--- src/rtl/tick_irq_pkg.sv ---
package tick_irq_pkg;
  localparam int REG_W = 8;

  typedef enum logic {
    SEL_COUNT  = 1'b0,
    SEL_STATUS = 1'b1
  } reg_sel_e;

  // status byte: overrun at the top, pending at the bottom
  function automatic logic [REG_W-1:0] pack_status(input logic ovr, input logic pend);
    pack_status = {ovr, {(REG_W-2){1'b0}}, pend};
  endfunction

  function automatic logic [REG_W-1:0] count_next(input logic [REG_W-1:0] cur);
    count_next = cur + {{(REG_W-1){1'b0}}, 1'b1};
  endfunction
endpackage

--- src/rtl/period_divider.sv ---
module period_divider #(
  parameter int PERIOD = 1000000
) (
  input  logic clk,
  input  logic rst,
  output logic tick
);
  localparam int CNT_W = (PERIOD > 1) ? $clog2(PERIOD) : 1;
  localparam logic [CNT_W-1:0] LAST = CNT_W'(PERIOD - 1);

  logic [CNT_W-1:0] cnt;

  assign tick = (cnt == LAST);

  always_ff @(posedge clk) begin
    if (rst)       cnt <= '0;
    else if (tick) cnt <= '0;
    else           cnt <= cnt + 1'b1;
  end

  // ticks are separated by a full period, never adjacent
  a_r1_no_adjacent_tick: assert property (@(posedge clk) disable iff (rst)
    tick |=> !tick);
endmodule

--- src/rtl/pulse_stretch.sv ---
module pulse_stretch #(
  parameter int WIDTH = 255
) (
  input  logic clk,
  input  logic rst,
  input  logic start,
  output logic active
);
  localparam int LW = $clog2(WIDTH + 1);
  localparam logic [LW-1:0] LOAD = LW'(WIDTH);

  logic [LW-1:0] left;

  assign active = (left != '0);

  always_ff @(posedge clk) begin
    if (rst)         left <= '0;
    else if (start)  left <= LOAD;
    else if (active) left <= left - 1'b1;
  end

  // the period must outlast the pulse, so a start never finds it running
  a_r4_period_exceeds_width: assert property (@(posedge clk) disable iff (rst)
    start |-> !active);
  // a start always opens a pulse
  a_r3_start_opens_pulse: assert property (@(posedge clk) disable iff (rst)
    start |=> active);
endmodule

--- src/rtl/sticky_flag.sv ---
module sticky_flag (
  input  logic clk,
  input  logic rst,
  input  logic enable,
  input  logic set,
  input  logic clr_pend,
  input  logic clr_ovr,
  output logic pending,
  output logic overrun
);
  logic set_eff;
  logic lost;

  assign set_eff = enable & set;
  assign lost    = set_eff & pending & ~clr_pend;

  always_ff @(posedge clk) begin
    if (rst) begin
      pending <= 1'b0;
      overrun <= 1'b0;
    end else begin
      if (set_eff)       pending <= 1'b1;
      else if (clr_pend) pending <= 1'b0;
      if (lost)          overrun <= 1'b1;
      else if (clr_ovr)  overrun <= 1'b0;
    end
  end

  // a pending request survives until the counter read
  a_r5_hold_until_read: assert property (@(posedge clk) disable iff (rst)
    (pending && !clr_pend) |=> pending);
  // overrun only appears when a request was already pending
  a_r7_overrun_cause: assert property (@(posedge clk) disable iff (rst)
    $rose(overrun) |-> $past(pending));
  // a read colliding with a tick records no overrun
  a_r8_collision_clean: assert property (@(posedge clk) disable iff (rst)
    (set_eff && clr_pend && !overrun) |=> !overrun);
endmodule

--- src/rtl/tick_irq_gen.sv ---
module tick_irq_gen #(
  parameter int PERIOD  = 1000000,
  parameter int PULSE_W = 255
) (
  input  logic       clk,
  input  logic       rst,
  input  logic       sticky_mode,
  input  logic       rd_en,
  input  logic       rd_addr,
  output logic [7:0] rd_data,
  output logic       irq_n
);
  import tick_irq_pkg::*;

  logic             tick;
  logic             pulse_active;
  logic             pending;
  logic             overrun;
  logic             rd_count;
  logic             rd_status;
  logic [REG_W-1:0] tick_count;

  assign rd_count  = rd_en && (rd_addr == SEL_COUNT);
  assign rd_status = rd_en && (rd_addr == SEL_STATUS);

  period_divider #(.PERIOD(PERIOD)) u_div (
    .clk  (clk),
    .rst  (rst),
    .tick (tick)
  );

  pulse_stretch #(.WIDTH(PULSE_W)) u_pulse (
    .clk    (clk),
    .rst    (rst),
    .start  (tick),
    .active (pulse_active)
  );

  sticky_flag u_flag (
    .clk      (clk),
    .rst      (rst),
    .enable   (sticky_mode),
    .set      (tick),
    .clr_pend (rd_count),
    .clr_ovr  (rd_status),
    .pending  (pending),
    .overrun  (overrun)
  );

  always_ff @(posedge clk) begin
    if (rst)       tick_count <= '0;
    else if (tick) tick_count <= count_next(tick_count);
  end

  assign rd_data = (rd_addr == SEL_STATUS) ? pack_status(overrun, pending) : tick_count;
  assign irq_n   = sticky_mode ? ~pending : ~pulse_active;

  // every tick advances the counter by one, modulo 256
  a_r6_count_step: assert property (@(posedge clk) disable iff (rst)
    tick |=> tick_count == REG_W'($past(tick_count) + 1));
  // the request line only falls as a result of a tick
  a_r2_fall_on_tick: assert property (@(posedge clk) disable iff (rst)
    $fell(irq_n) |-> $past(tick));
  // reset leaves the line released
  a_r9_reset_released: assert property (@(posedge clk)
    $past(rst) |-> irq_n);
endmodule

--- config.mk ---
export PLATFORM = sky130hd
export DESIGN_NAME = tick_irq_gen
export DESIGN_NICKNAME = d
export VERILOG_FILES = /design/src/rtl/tick_irq_pkg.sv /design/src/rtl/period_divider.sv /design/src/rtl/pulse_stretch.sv /design/src/rtl/sticky_flag.sv /design/src/rtl/tick_irq_gen.sv
export SDC_FILE = /design/constraint.sdc
export NUM_CORES = 1
export LEC_CHECK = 0
export BUFFER_PORTS_ARGS = -buffer_cell sky130_fd_sc_hd__clkbuf_2
export CORE_MARGIN = 2
export CORE_UTILIZATION = 40
export DETAILED_ROUTE_END_ITERATION = 12
export GPL_ROUTABILITY_DRIVEN = 0
export HOLD_SLACK_MARGIN = 0.12
export SLEW_MARGIN = 10
export SYNTH_ARGS = -nofsm -noshare
export SYNTH_HDL_FRONTEND = slang
export SYNTH_SLANG_ARGS = --single-unit
--- constraint.sdc ---
create_clock -name clk -period 7.1 [get_ports clk]
set_input_delay 1.42 -clock clk [delete_from_list [all_inputs] [get_ports clk]]
set_output_delay 1.42 -clock clk [all_outputs]
set_load 0.005 [all_outputs]
[Word-level counts from Yosys, hierarchy flattened]
Index checks and enable logic that the tools add are counted.
Storage, ports and cells
  bits in registers: 38
  logic and storage cells: 31
  bits of input ports: 5
  output and inout port bits: 9
Operators by class
  equal/unequal tests: 1
  add/sub/neg operators: 3
  muxes and demuxes: 8
  bitwise operators: 7
  reductions and logical operators: 7
Operators with widths (number)
  2-to-1 mux 8 bit: 3
  adder 20 x 1 -> 20 bit (second input constant): 1
  equality test 20 bit (second input constant): 1
  adder 8 x 1 -> 8 bit (second input constant): 1
  nonzero test 8 bit: 1
  subtractor 8 x 1 -> 8 bit (second input constant): 1
  nonzero test 2 bit: 3
  2-to-1 mux 1 bit: 5
  inverter 1 bit: 4
  AND 1 bit: 3
  logical AND 1 bit: 2
  OR reduction 2 bit: 1

[Depth between registers and ports, before layout]
  depth after elaboration: 5
  gate-level depth with buffers: 6
  gate-level depth less buffers: 6

[Cells and area by module]
Synthesis repeated with hierarchy kept, for this count alone.
Second synthesis, totals
  cells, all modules: 211
  area, all modules: 1865.5 µm²
By module, submodules not included
  period_divider: times used 1, sequential area each 400.4 µm², area an instance 929.6 µm², cells an instance 103
  pulse_stretch: times used 1, sequential area each 160.2 µm², area an instance 437.9 µm², cells an instance 51
  tick_irq_gen: times used 1, sequential area each 160.2 µm², area an instance 422.9 µm², cells an instance 49
  sticky_flag: times used 1, sequential area each 40.0 µm², area an instance 75.1 µm², cells an instance 8

[Worst setup path before layout]
OpenSTA, ideal clock, no wires.
  path kind: input to output
  from: input rd_addr
  to: output rd_data[0]
  setup slack: 3.633 ns
  required time: 5.680 ns
  buffers on the path: 1
  stages: 2
  data arrival time: 2.047 ns
  cell sequence: clkbuf_1 -> mux2_2
On the way
  word-level cells in the longest chain between the ends: 1
RTL lines
  start, declared: RTL line tick_irq_gen.sv:9  | input logic rd_addr,
  2-to-1 mux 8 bit: RTL line tick_irq_gen.sv:55  | assign rd_data = (rd_addr == SEL_STATUS) ? pack_status(overrun, pending) : tick_count;
  end, declared: RTL line tick_irq_gen.sv:10  | output logic [7:0] rd_data,
No other way between the ends.

[Worst setup path after layout]
  from: input rd_addr
  to: output rd_data[7]
The elaborated chain is that of the path after synthesis.

==> impl_metrics.tcl <==
set metrics [dict create \
    outcome "complete, no violations" \
    top_layer "met4" \
    vias 1660 \
    crit_type "in -> out" \
    dp_hpwl_um 2780 \
    cts.sinks 38 \
    timing_hold_violations_final 0 \
    totalPowerFinal_mw 0.549 \
    wl_met2_um 1770 \
    ys_ff_latch 38 \
    grt_max_degree 27 \
    start_util_pct 41.1 \
    path_clk_slew_ps 80 \
    setup.worst_path.start_class "input pin" \
    ir_drop_v 0.000104 \
    core_um2 4690 \
    finalCriticalPeriod_ps 3480 \
    syn_area_um2 1930 \
    synth.top_cell.area_share_pct 39.4 \
    fmax_mhz 287 \
    tns_ps 0 \
    final_cell_mix "38 x dfxtp_1, 25 x nor2_1, 19 x a21oi_1, 13 x nor2b_1, 13 x clkbuf_2" \
    finClkSkew_ps 4.30 \
    rsz0062_at_grt "false" \
    fp.dieW_um 73.5 \
    clock_latency_ps 300 \
    whs_ps 475 \
    syn_inst 228 \
    slew_headroom_pct 40.1 \
    cts_tree "built" \
    tightestPinTransition_ps 891 \
    antenna_cells 0 \
    ios 14 \
    clockRootBuffer "clkbuf_8" \
    p_leak_nw 0.756 \
    yosys.area.top_type "dfxtp_1" \
    setup_viol 0 \
    grt_util_all_layers_pct 16.2 \
    grt_pass1_wl_um 6770 \
    final_common_cell "dfxtp_1" \
    ys_types 37 \
    worstPathArrival_ps 2060 \
    syn_area_per_cell_um2 8.47 \
    numCtsBuffers 5 \
    dp.cells 289 \
    ant_nets 0 \
    synth_area_leaders "dfxtp_1 39%, xnor2_1 5.0%, a21oi_1 4.9%" \
    worstSetupEndpointType "output pin" \
    r2r_slack_ps 4560 \
    maxCapViolCount 0 \
    grt_pass1_vias 1493 \
    worst-path-max-fanout 10 \
    power_density_nw_per_um2 257 \
    htree_levels 2 \
    area_growth_pct 10.7 \
    final_max_slew_viol_count 0 \
    drt-met1-wl_um 1970 \
    cts_resized 0 \
    io_buffers 13 \
    postCtsSetupRepairBufs 0 \
    wirelength_um 3930 \
    finish.utilization_pct 45.5 \
    drt_first_pass_iters 4 \
    clk_path_buf_depth 2 \
    final_nets 251 \
    vias_per_cell 5.59 \
    cts_hold_buf 0 \
    drc 0 \
    hp-class "reg -> reg" \
    synth_warnings 0 \
    final_cell_count_no_fill 297 \
    period_share_pct 49.0 \
    antenna_found_initial 0 \
    die_h_um 73.5 \
    drive_gt1_share_pct 13.6 \
    cp_data_required_time_ps 5680 \
    rows 25 \
    met3WireLength_um 108 \
    drt_iter0_drc 49 \
    avgRoutedWirePerCell_um 13.2 \
    syn_nets 237 \
    grt_overflow 0 \
    dieArea_um2 5400 \
    seq_area_frac_synth_pct 39.4 \
]
[cell type report]
cell class                 instances  area [µm²]
tap                               54        67.6
clock buffer                       6        82.6
fill                             495        2550
clock inverter                     2        12.5
multi-input combinational        175        1110
sequential                        38         761
timing repair buffer              14        72.6
inverter                           8        30.0
[Yosys cell counts]
| cell type | instances |
|---|---|
| or4_1 | 6 |
| a31o_2 | 1 |
| or4b_2 | 1 |
| a21oi_1 | 19 |
| nor2_1 | 25 |
| clkbuf_1 | 5 |
| or4b_1 | 1 |
| o21ai_0 | 5 |
| or4_4 | 1 |
| inv_1 | 8 |
| or2_2 | 1 |
| mux2i_1 | 3 |
| o21ai_1 | 1 |
| nand4_1 | 10 |
| xor2_1 | 6 |
| nor3_1 | 7 |
| mux2_2 | 7 |
| a2111oi_0 | 1 |
| nor2b_1 | 13 |
| buf_2 | 1 |
| nand2b_1 | 3 |
| or3_1 | 4 |
| ha_1 | 4 |
| o211ai_1 | 1 |
| nor4_1 | 6 |
| a211oi_1 | 2 |
| xnor2_1 | 11 |
| o31ai_1 | 2 |
| and2_1 | 2 |
| clkbuf_2 | 1 |
| nand3b_1 | 1 |
| and3_1 | 4 |
| mux2_1 | 2 |
| dfxtp_1 | 38 |
| nand4b_1 | 2 |
| nand3_1 | 12 |
| nand2_1 | 11 |
[routing by layer]
| layer | global-route usage [%] | vias up |
|---|---|---|
| li1 | - | 844 |
| met1 | 21.4 | 788 |
| met2 | 25.2 | 21 |
| met3 | 3.70 | 7 |
| met4 | 7.27 | 0 |
| met5 | 0 | - |
[stage by stage]
step,setup WS (ps),area [µm²]
floorplan,3630,1930
global placement,3630,2040
detailed placement,3610,2040
CTS,3610,2140
global route,3580,2140
finish,3620,2140
[critical path, cell delays in order]
cell	delay, ps
clkbuf_2	180
mux2_2	350
clkbuf_2	110
[cells by family after synthesis]
family                     synth area share [%]
muxes                                      6.81
and+or+nand+nor                            31.1
AOI/OAI and AO/OA                          9.33
adders and majority gates                  2.59
buffers and inverters                      3.05
xor gates and xnor gates                   7.71
DFF                                        39.4
[flip-flops by register name (all words and copies together), names as in the netlist]
name and flops:
u_pulse.left 8, tick_count 8, u_flag.pending 1, u_div.cnt 20, u_flag.overrun 1
[report_power, final]
group | internal (mW) | switching (mW) | total [mW]
sequential | 0.233 | 0.0199 | 0.253
combinational | 0.0684 | 0.0689 | 0.137
clock | 0.0781 | 0.0814 | 0.159
total | 0.379 | 0.170 | 0.549
[worst paths after layout]
path | start | endpoint | cells past startpoint
hold / removal | u_div.cnt[0] | u_div.cnt[0] | 1
setup reg to reg | u_div.cnt[15] | tick_count[5] | 4
setup / recovery | rd_addr | rd_data[7] | 3
hold reg to reg | u_div.cnt[0] | u_div.cnt[0] | 1
Note: power is estimated with default switching activity, not from simulation.
